--- src/rtl/asc_pkg.sv ---
package asc_pkg;

  typedef enum logic [1:0] {
    FN_ADD = 2'b00,
    FN_SUB = 2'b01,
    FN_SLT = 2'b10,
    FN_RSV = 2'b11
  } asc_func_e;

  // bit positions in the status vector
  localparam int ST_C = 3;
  localparam int ST_V = 2;
  localparam int ST_Z = 1;
  localparam int ST_N = 0;

  localparam logic [3:0] ST_RESET = 4'b0010;

  // overflow from the sign bits that enter and leave the adder
  function automatic logic sign_overflow(input logic x_msb, input logic y_msb,
                                         input logic s_msb, input logic signed_mode);
    return signed_mode & (x_msb ~^ y_msb) & (s_msb ^ x_msb);
  endfunction

  // less-than verdict drawn from the flags of a - b
  function automatic logic below(input logic signed_mode, input logic neg,
                                 input logic ovf, input logic cout);
    return signed_mode ? (neg ^ ovf) : ~cout;
  endfunction

endpackage

--- src/rtl/asc_cla_group.sv ---
module asc_cla_group #(
  parameter int GW = 4
) (
  input  logic [GW-1:0] x,
  input  logic [GW-1:0] y,
  input  logic          cin,
  output logic [GW-1:0] sum,
  output logic          grp_g,
  output logic          grp_p
);

  logic [GW-1:0] gen;
  logic [GW-1:0] prop;
  logic [GW:0]   cy;

  // carry into bit idx, written as a flat sum of products
  function automatic logic carry_at(input logic [GW-1:0] gv, input logic [GW-1:0] pv,
                                    input logic ci, input int idx);
    logic acc;
    logic run;
    acc = 1'b0;
    for (int k = 0; k < GW; k++) begin
      if (k < idx) begin
        run = gv[k];
        for (int m = 0; m < GW; m++)
          if (m > k && m < idx) run = run & pv[m];
        acc = acc | run;
      end
    end
    run = ci;
    for (int m = 0; m < GW; m++)
      if (m < idx) run = run & pv[m];
    return acc | run;
  endfunction

  assign gen  = x & y;
  assign prop = x ^ y;

  always_comb begin
    for (int i = 0; i <= GW; i++) cy[i] = carry_at(gen, prop, cin, i);
  end

  assign sum   = prop ^ cy[GW-1:0];
  assign grp_g = carry_at(gen, prop, 1'b0, GW);
  assign grp_p = &prop;

endmodule

--- src/rtl/asc_cla_carry.sv ---
module asc_cla_carry #(
  parameter int NG = 8
) (
  input  logic [NG-1:0] gg,
  input  logic [NG-1:0] gp,
  input  logic          cin,
  output logic [NG:0]   cy
);

  function automatic logic carry_at(input logic [NG-1:0] gv, input logic [NG-1:0] pv,
                                    input logic ci, input int idx);
    logic acc;
    logic run;
    acc = 1'b0;
    for (int k = 0; k < NG; k++) begin
      if (k < idx) begin
        run = gv[k];
        for (int m = 0; m < NG; m++)
          if (m > k && m < idx) run = run & pv[m];
        acc = acc | run;
      end
    end
    run = ci;
    for (int m = 0; m < NG; m++)
      if (m < idx) run = run & pv[m];
    return acc | run;
  endfunction

  always_comb begin
    for (int j = 0; j <= NG; j++) cy[j] = carry_at(gg, gp, cin, j);
  end

endmodule

--- src/rtl/asc_cla_adder.sv ---
module asc_cla_adder #(
  parameter int WIDTH = 32,
  parameter int GW    = 4   // WIDTH must be a multiple of GW
) (
  input  logic [WIDTH-1:0] x,
  input  logic [WIDTH-1:0] y,
  input  logic             cin,
  output logic [WIDTH-1:0] sum,
  output logic             cout
);

  localparam int NG = WIDTH / GW;

  logic [NG-1:0] grp_g;
  logic [NG-1:0] grp_p;
  logic [NG:0]   grp_c;

  for (genvar j = 0; j < NG; j++) begin : g_grp
    asc_cla_group #(.GW(GW)) u_grp (
      .x     (x[j*GW +: GW]),
      .y     (y[j*GW +: GW]),
      .cin   (grp_c[j]),
      .sum   (sum[j*GW +: GW]),
      .grp_g (grp_g[j]),
      .grp_p (grp_p[j])
    );
  end

  asc_cla_carry #(.NG(NG)) u_carry (
    .gg  (grp_g),
    .gp  (grp_p),
    .cin (cin),
    .cy  (grp_c)
  );

  assign cout = grp_c[NG];

endmodule

--- src/rtl/asc_outcome.sv ---
module asc_outcome
  import asc_pkg::*;
#(
  parameter int WIDTH = 32
) (
  input  logic [1:0]       func,
  input  logic             signed_op,
  input  logic             x_msb,
  input  logic             y_msb,
  input  logic [WIDTH-1:0] sum,
  input  logic             cout,
  output logic [WIDTH-1:0] nxt_result,
  output logic [3:0]       nxt_status,
  output logic             ovf_raw,
  output logic             lt_raw
);

  assign ovf_raw = sign_overflow(x_msb, y_msb, sum[WIDTH-1], signed_op);
  assign lt_raw  = below(signed_op, sum[WIDTH-1], ovf_raw, cout);

  always_comb begin
    if (func == FN_SLT) nxt_result = {{(WIDTH-1){1'b0}}, lt_raw};
    else                nxt_result = sum;
    nxt_status       = '0;
    nxt_status[ST_C] = cout;
    nxt_status[ST_V] = ovf_raw;
    nxt_status[ST_Z] = (nxt_result == '0);
    nxt_status[ST_N] = nxt_result[WIDTH-1];
  end

endmodule

--- src/rtl/asc_unit.sv ---
module asc_unit
  import asc_pkg::*;
#(
  parameter int WIDTH = 32,
  parameter int GW    = 4
) (
  input  logic             clk,
  input  logic             rst_n,
  input  logic             en,
  input  logic [1:0]       func,
  input  logic             signed_op,
  input  logic [WIDTH-1:0] a,
  input  logic [WIDTH-1:0] b,
  output logic [WIDTH-1:0] result,
  output logic [3:0]       status
);

  logic             invert_b;
  logic [WIDTH-1:0] op_y;
  logic [WIDTH-1:0] sum_raw;
  logic             cout_raw;
  logic             ovf_raw;
  logic             lt_raw;
  logic [WIDTH-1:0] nxt_result;
  logic [3:0]       nxt_status;
  logic             upd;

  assign invert_b = (func != FN_ADD);
  assign op_y     = invert_b ? ~b : b;
  assign upd      = en && (func != FN_RSV);

  asc_cla_adder #(.WIDTH(WIDTH), .GW(GW)) u_adder (
    .x    (a),
    .y    (op_y),
    .cin  (invert_b),
    .sum  (sum_raw),
    .cout (cout_raw)
  );

  asc_outcome #(.WIDTH(WIDTH)) u_outcome (
    .func       (func),
    .signed_op  (signed_op),
    .x_msb      (a[WIDTH-1]),
    .y_msb      (op_y[WIDTH-1]),
    .sum        (sum_raw),
    .cout       (cout_raw),
    .nxt_result (nxt_result),
    .nxt_status (nxt_status),
    .ovf_raw    (ovf_raw),
    .lt_raw     (lt_raw)
  );

  always_ff @(posedge clk or negedge rst_n) begin
    if (!rst_n) begin
      result <= '0;
      status <= ST_RESET;
    end else if (upd) begin
      result <= nxt_result;
      status <= nxt_status;
    end
  end

endmodule

--- config.mk ---
export PLATFORM = sky130hd
export DESIGN_NAME = asc_unit
export DESIGN_NICKNAME = d
export VERILOG_FILES = /design/src/rtl/asc_pkg.sv /design/src/rtl/asc_cla_group.sv /design/src/rtl/asc_cla_carry.sv /design/src/rtl/asc_cla_adder.sv /design/src/rtl/asc_outcome.sv /design/src/rtl/asc_unit.sv
export SDC_FILE = /design/constraint.sdc
export NUM_CORES = 1
export LEC_CHECK = 0
export BUFFER_PORTS_ARGS = -buffer_cell sky130_fd_sc_hd__buf_2
export CORE_AREA = 2 2 90 92
export CTS_BUF_LIST = sky130_fd_sc_hd__clkbuf_8
export CTS_CLUSTER_DIAMETER = 40
export DETAILED_ROUTE_END_ITERATION = 8
export DIE_AREA = 0 0 92 94
export PLACE_DENSITY_LB_ADDON = 0.25
export SETUP_SLACK_MARGIN = 0.15
export SYNTH_ARGS = -nofsm -noshare
export SYNTH_HDL_FRONTEND = slang
export SYNTH_HIERARCHICAL = 1
export SYNTH_SLANG_ARGS = --single-unit
--- constraint.sdc ---
create_clock -name clk -period 1.1 [get_ports clk]
set_clock_uncertainty 0.15 [all_clocks]
set_input_delay 0.11 -clock clk [delete_from_list [all_inputs] [get_ports clk]]
set_output_delay 0.11 -clock clk [all_outputs]
set_load 0.005 [all_outputs]
# Word level (Yosys, flattened, before mapping)
# Index checks and enable logic that the tools add are counted.
# op_classes
n_eq_ne,2
muxes,3
bitwise_logic,247
reduce_logical,11
# op_table
op,n
$and A1 B1 Y1,110
$or A1 B1 Y1,108
$mux W32,2
$xor A4 B4 Y4,16
$and A4 B4 Y4,8
$logic_not A32 Y1,1
$not A32 Y32,1
$reduce_and A4 Y1,8
$eq A2 B2 Y1 const B,1
$ne A2 B2 Y1 const B,1
$reduce_bool A2 Y1,1
$xor A1 B1 Y1,2
$logic_and A1 B1 Y1,1
$mux W1,1
$not A1 Y1,1
$xnor A1 B1 Y1,1
# word_totals
regBits,36
inputBits,70
wordCells,265

# Longest topological paths before layout
# logic_depth
ltp_word,33
mapped_depth,19
depth_no_buf,18

# Hierarchy
# The synthesis kept the hierarchy.
# modules_own_cells
module,instances,cells_each,area_each_um2
asc_unit,1,114,1838.0
asc_cla_group at u_adder.g_grp[2].u_grp ...,5,24,177.7
asc_outcome,1,58,370.4
asc_cla_group at u_adder.g_grp[1].u_grp ...,2,23,180.2
asc_cla_group at u_adder.g_grp[0].u_grp,1,19,165.2
asc_cla_carry,1,16,127.6

# Worst setup path before layout
# Ideal clock, no wire load.
# synth_path
kind,input to register
startpoint,input port func[1]
endpoint,register status[1]
arrival_time_ns,3.449
required_time_ns,0.868
path_slack_ns,-2.582
path_stages,19
n_path_buf,1
cell_sequence,nor2_2 -> buf_8 -> xnor2_1 -> ha_1 -> a21oi_1 -> o21ai_0 -> a211oi_2 -> o21bai_2 -> o21a_1 -> a21o_2 -> ha_1 -> o211ai_1 -> nand2_1 -> xor2_1 -> o21ai_1 -> a31oi_1 -> mux2_2 -> a21oi_1 -> mux2_4
# synth_between
word_cells_on_any_way,262
cone_classes,2 x eq/ne; 3 x mux; 246 x bitwise; 11 x reduce/logical
# synth_rtl
element,line_no,source
start: declaration,asc_unit.sv:10,"input logic [1:0] func,"
$reduce_bool A2 Y1 (*),asc_unit.sv:28,assign invert_b = (func != FN_ADD);
$mux W32 (*),asc_unit.sv:29,assign op_y = invert_b ? ~b : b;
named net op_y[1],asc_unit.sv:19,logic [WIDTH-1:0] op_y;
$xor A4 B4 Y4,asc_cla_group.sv:37,assign prop = x ^ y;
$and A1 B1 Y1 (2 in series),asc_cla_group.sv:26,if (m > k && m < idx) run = run & pv[m];
$and A1 B1 Y1,--,
$or A1 B1 Y1 (*),asc_cla_group.sv:27,acc = acc | run;
$or A1 B1 Y1 (*),--,
[1 not listed],--,
named net u_adder.grp_g[0],asc_cla_adder.sv:14,logic [NG-1:0] grp_g;
[5 not listed],--,
named net u_adder.grp_c[3],asc_cla_adder.sv:16,logic [NG:0] grp_c;
$and A1 B1 Y1 (2 in series),--,
$and A1 B1 Y1,asc_cla_group.sv:32,if (m < idx) run = run & pv[m];
$or A1 B1 Y1,asc_cla_group.sv:33,return acc | run;
$xor A4 B4 Y4 (*),asc_cla_group.sv:43,assign sum = prop ^ cy[GW-1:0];
$mux W32 (*),asc_outcome.sv:22,"if (func == FN_SLT) nxt_result = {{(WIDTH-1){1'b0}}, lt_raw};"
$logic_not A32 Y1 (*),asc_outcome.sv:27,nxt_status[ST_Z] = (nxt_result == '0);
named net nxt_status[1],asc_unit.sv:25,logic [3:0] nxt_status;
end signal: assignment,asc_unit.sv:59,status <= nxt_status;
end: declaration,asc_unit.sv:15,output logic [3:0] status
# Mark *: on every way through the listed nets, which the timed path passes. The rest lies on a longest branch.
# A chain may end at the register's enable or synchronous reset.

# Worst setup path after layout
# layout_path
startpoint,input port func[0]
endpoint,register status[1]
# layout_between
word_cells_on_any_way,262
cone_classes,2 x eq/ne; 3 x mux; 246 x bitwise; 11 x reduce/logical
# layout_rtl
element,line_no,source
$reduce_bool A2 Y1 (*),asc_unit.sv:28,
$mux W32 (*),asc_unit.sv:29,
named net op_y[0],asc_unit.sv:19,
$xor A4 B4 Y4 (*),asc_cla_group.sv:37,
$reduce_and A4 Y1 (*),asc_cla_group.sv:45,assign grp_p = &prop;
named net u_adder.grp_p[0],asc_cla_adder.sv:15,logic [NG-1:0] grp_p;
$and A1 B1 Y1 (*) (3 in series),asc_cla_carry.sv:25,if (m < idx) run = run & pv[m];
$or A1 B1 Y1 (*),asc_cla_carry.sv:26,return acc | run;
named net u_adder.grp_c[3],asc_cla_adder.sv:16,
$and A1 B1 Y1 (2 in series),--,
$and A1 B1 Y1,asc_cla_group.sv:32,
$or A1 B1 Y1,asc_cla_group.sv:33,
$xor A4 B4 Y4 (*),asc_cla_group.sv:43,
$mux W32 (*),asc_outcome.sv:22,
$logic_not A32 Y1 (*),asc_outcome.sv:27,
named net nxt_status[1],asc_unit.sv:25,
# Marked as above.

==> results.md <==
* DRT Pass-1 Iters at 4
* CTS buffer count at 5
* Slew at the pin with the worst max-slew slack at ~0.32 ns
* DR top layer: met4
* Final Hold Vio Count at 0
* P_leak at around 3 nW
* Final GP Congestion at ~0.87
* Worst vdd ir at around 0.63 mV
* Via count at between 3k and 4k
* Pin count of the biggest net entering global routing at 23
* # fillers at ~480
* Fmax at around 290 MHz
* Total grt overflow at 0
* Final #Nets at just over 700
* Largest fanout on the critical path at 7
* IO buf count at 105
* Met3 WL post-DR at around 370 um
* Max Cap Violations at 0
* Hold/Removal Path Class: input pin to asynchronous set/reset pin
* Clk sinks at 36
* Starting density of the core at 0.493
* Slowest stage delay, CP at 0.28 ns
* Gr usage total at 0.238
* Pwr/cell area at about 1400 mW/mm^2
* Synth top area cells: dfrtp_1, ha_1, mux2_4
* Die Y at 94 um
* Syn Inst Count at between 300 and 400
* Clk pin slew, worst setup/hold paths at 0.08 ns
* Critical Path RT at roughly 1.2 ns
* DRC at 0
* Synth area leader: dfrtp_1
* Average wire per standard cell at approximately 16 um
* Crit Path Category: input pin to register
* CTS tree: built
* Most common cell in the synthesized netlist: xnor2_1
* Area of the die at slightly below 0.009 sq mm
* Design area at between 0.005 and 0.006 sq mm
* Vias per cell at between 5 and 6
* Tmin final at roughly 3.5 ns
* Yosys warnings at 6
* DP HPWL at just under 8 mm
* CP Launch Type: input pin
* Metal-1 WL at between 4 and 5 mm
* Status: complete, but fails checks
* R2R depth at 2
* Longest Clk Path Bufs at 2
* Setup Viol. Count Final at 42
* Tcrit/Tclk final at 3.19
* Commonest cells in the netlist: xnor2_1, ha_1, dfrtp_1
* Critical R2R Launch: result[9]
* # H-tree levels at 2
* Flops & latches, synth at 36
* Total power at slightly above 8 mW
* RSZ-0062 raised after global routing: true
* Final worst setup slack at -2.41 ns
* Initial antenna violation count at 0
* # rows at 32
* IO Count at 106
* Synth Flop Type: dfrtp_1
* Post-synth top area share at 0.234
* Antenna-violating nets left at 0
* Slew headroom at 0.785
* Worst path slowest cell: ha_1
* Fin. max-slew vios at 0
* Syn Area/Cell at a little over 10 sq um
* Layout cells sized above 1 at 0.617
* Clk root buf: clkbuf_8
* Post-Syn Area at about 0.0037 sq mm
* Post-synth EDFFs at 0
* First-pass GRT wire length at about 16 mm
* CP Capture Type: register
* DIE WIDTH at between 90 and 100 um
* Drt total wl at ~11 mm
* Met2 WL post-DR at slightly below 6 mm
* Synth-to-Final Area Change at 57.8%
* Core Region at between 0.007 and 0.008 sq mm
* Vias in the first global route at roughly 3.6k
* Worst Path Arrival at between 3 and 4 ns
* RR Endpoint: result[9]
* Failing checks: negative setup slack
* Clk_lat worst skew at 0.30 ns
* Synth cell types at 40
* DP Area at between 0.005 and 0.006 sq mm
* Worst-path cell chain: buf_8 -> nor2_4 -> buf_12 -> buf_4 -> xnor2_2 -> ha_1 -> and4_4 -> a211oi_2 -> o21bai_2 -> a21o_2 -> a21o_1 -> ha_2 -> o211ai_1 -> nand2_1 -> xor2_1 -> nor4_1 -> and4_1 -> nand4_1 -> a21oi_2 -> mux2_4
* Reg2reg setup slack at approximately 0.04 ns
* Syn Nets at roughly 490
* Initial DRC count at about 180
* FFs w/ async S/R, synth at 1.00
* Seq/Total Area, Yosys at 0.241
* Inserted Diodes at 0
## worst max path at each step
stage / start / end / slack, ns
floorplan: func[0] / result[0] / -2.27
global placement: func[0] / status[1] / -2.59
detailed placement: func[0] / result[0] / -2.66
CTS: func[1] / status[1] / -2.30
global route: func[0] / status[1] / -2.64
finish: func[0] / status[1] / -2.41
## worst max-delay path, delay by kind of cell
family          cells  cell delay, ns
xor+xnor            2            0.28
simple gates        6            1.11
fa+ha+maj           2            0.48
compound gates      6            1.07
mux                 1            0.15
buf+inv             3            0.39
## metrics by stage
step / worst slack [ns] / util / instances / hold WS, ns / TNS, ns
2_1_floorplan: -2.27 / - / 373 / -0.336 / -60.23
3_3_place_gp: -2.59 / 0.668 / 645 / -0.150 / -67.78
3_5_place_dp: -2.66 / 0.668 / 645 / -0.140 / -70.33
4_1_cts: -2.30 / 0.743 / 686 / 0.0874 / -59.88
5_1_grt: -2.64 / 0.778 / 697 / 0.0972 / -67.11
6_report: -2.41 / 0.778 / 697 / 0.0707 / -62.65
## registers in the layout, summed over array words and instances, names as in the netlist
name    flops
result     32
status      4
## kinds of logic (layout without fill, tap and decap cells)
family                     count (synthesis)  in the layout  share of synthesized area
and+or+nand+nor                           86             86                      0.126
AOI/OAI and AO/OA                         67             67                      0.114
xor gates and xnor gates                  56             56                      0.131
adders and majority gates                 48             48                      0.176
buffers and inverters                     43            265                     0.0711
muxes                                     37             37                      0.141
DFF                                       36             36                      0.241
## per-layer routing
layer	vias to the layer above	GRT usage
li1	1706	-
met5	-	0
met3	15	0.0225
met1	1704	0.292
met2	95	0.447
met4	0	0.0634
## layout by cell type (no fill, tap or decap), types with 3 or more instances in the layout
cell type / n
and2_1: 28
xor2_1: 6
ha_1: 27
xnor2_4: 3
nor4_1: 3
a21oi_2: 8
buf_4: 104
clkbuf_8: 6
o21a_1: 8
nor2_1: 7
mux2_4: 32
buf_6: 11
nor4_2: 3
a21oi_1: 19
o21ai_2: 4
o21ai_0: 3
o21ai_1: 3
ha_2: 3
inv_2: 10
buf_8: 3
o211ai_1: 9
xnor2_1: 28
xor2_2: 3
ha_4: 10
inv_1: 20
dfrtp_1: 35
mux2_2: 5
buf_2: 102
a21o_1: 3
fa_2: 8
xnor2_2: 16
buf_12: 6
nand2_1: 22
nor2_2: 8
## final cells by class
| cell class | instances | area (sq um) | area share |
|---|---|---|---|
| multi-input combinational | 294 | 3070 | 0.519 |
| timing repair buffer | 228 | 1620 | 0.273 |
| sequential | 36 | 902 | 0.152 |
| tap | 102 | 128 | 0.0216 |
| inverter | 29 | 111 | 0.0188 |
| clock buffer | 6 | 82.6 | 0.0140 |
| clock inverter | 2 | 7.51 | 0.00127 |
## where the power goes
part	switching (mW)	internal, mW	leakage, nW	total, mW
sequential	0.273	1.77	0.442	2.04
clock	0.509	0.493	0.0538	1.00
combinational	2.08	2.98	2.46	5.05
total	2.86	5.24	2.95	8.10
## timing repair
action / 4_1_cts / 5_1_grt
setup endpoints to repair: 72 / 72
hold buffers: 1 / 0
pin swaps: 39 / 24
gates cloned: 1 / 0
resized for setup: 58 / 31
endpoints found under the hold margin: 36 / 0
setup buffers: 31 / 11
Power figures use the tool's default switching activity.
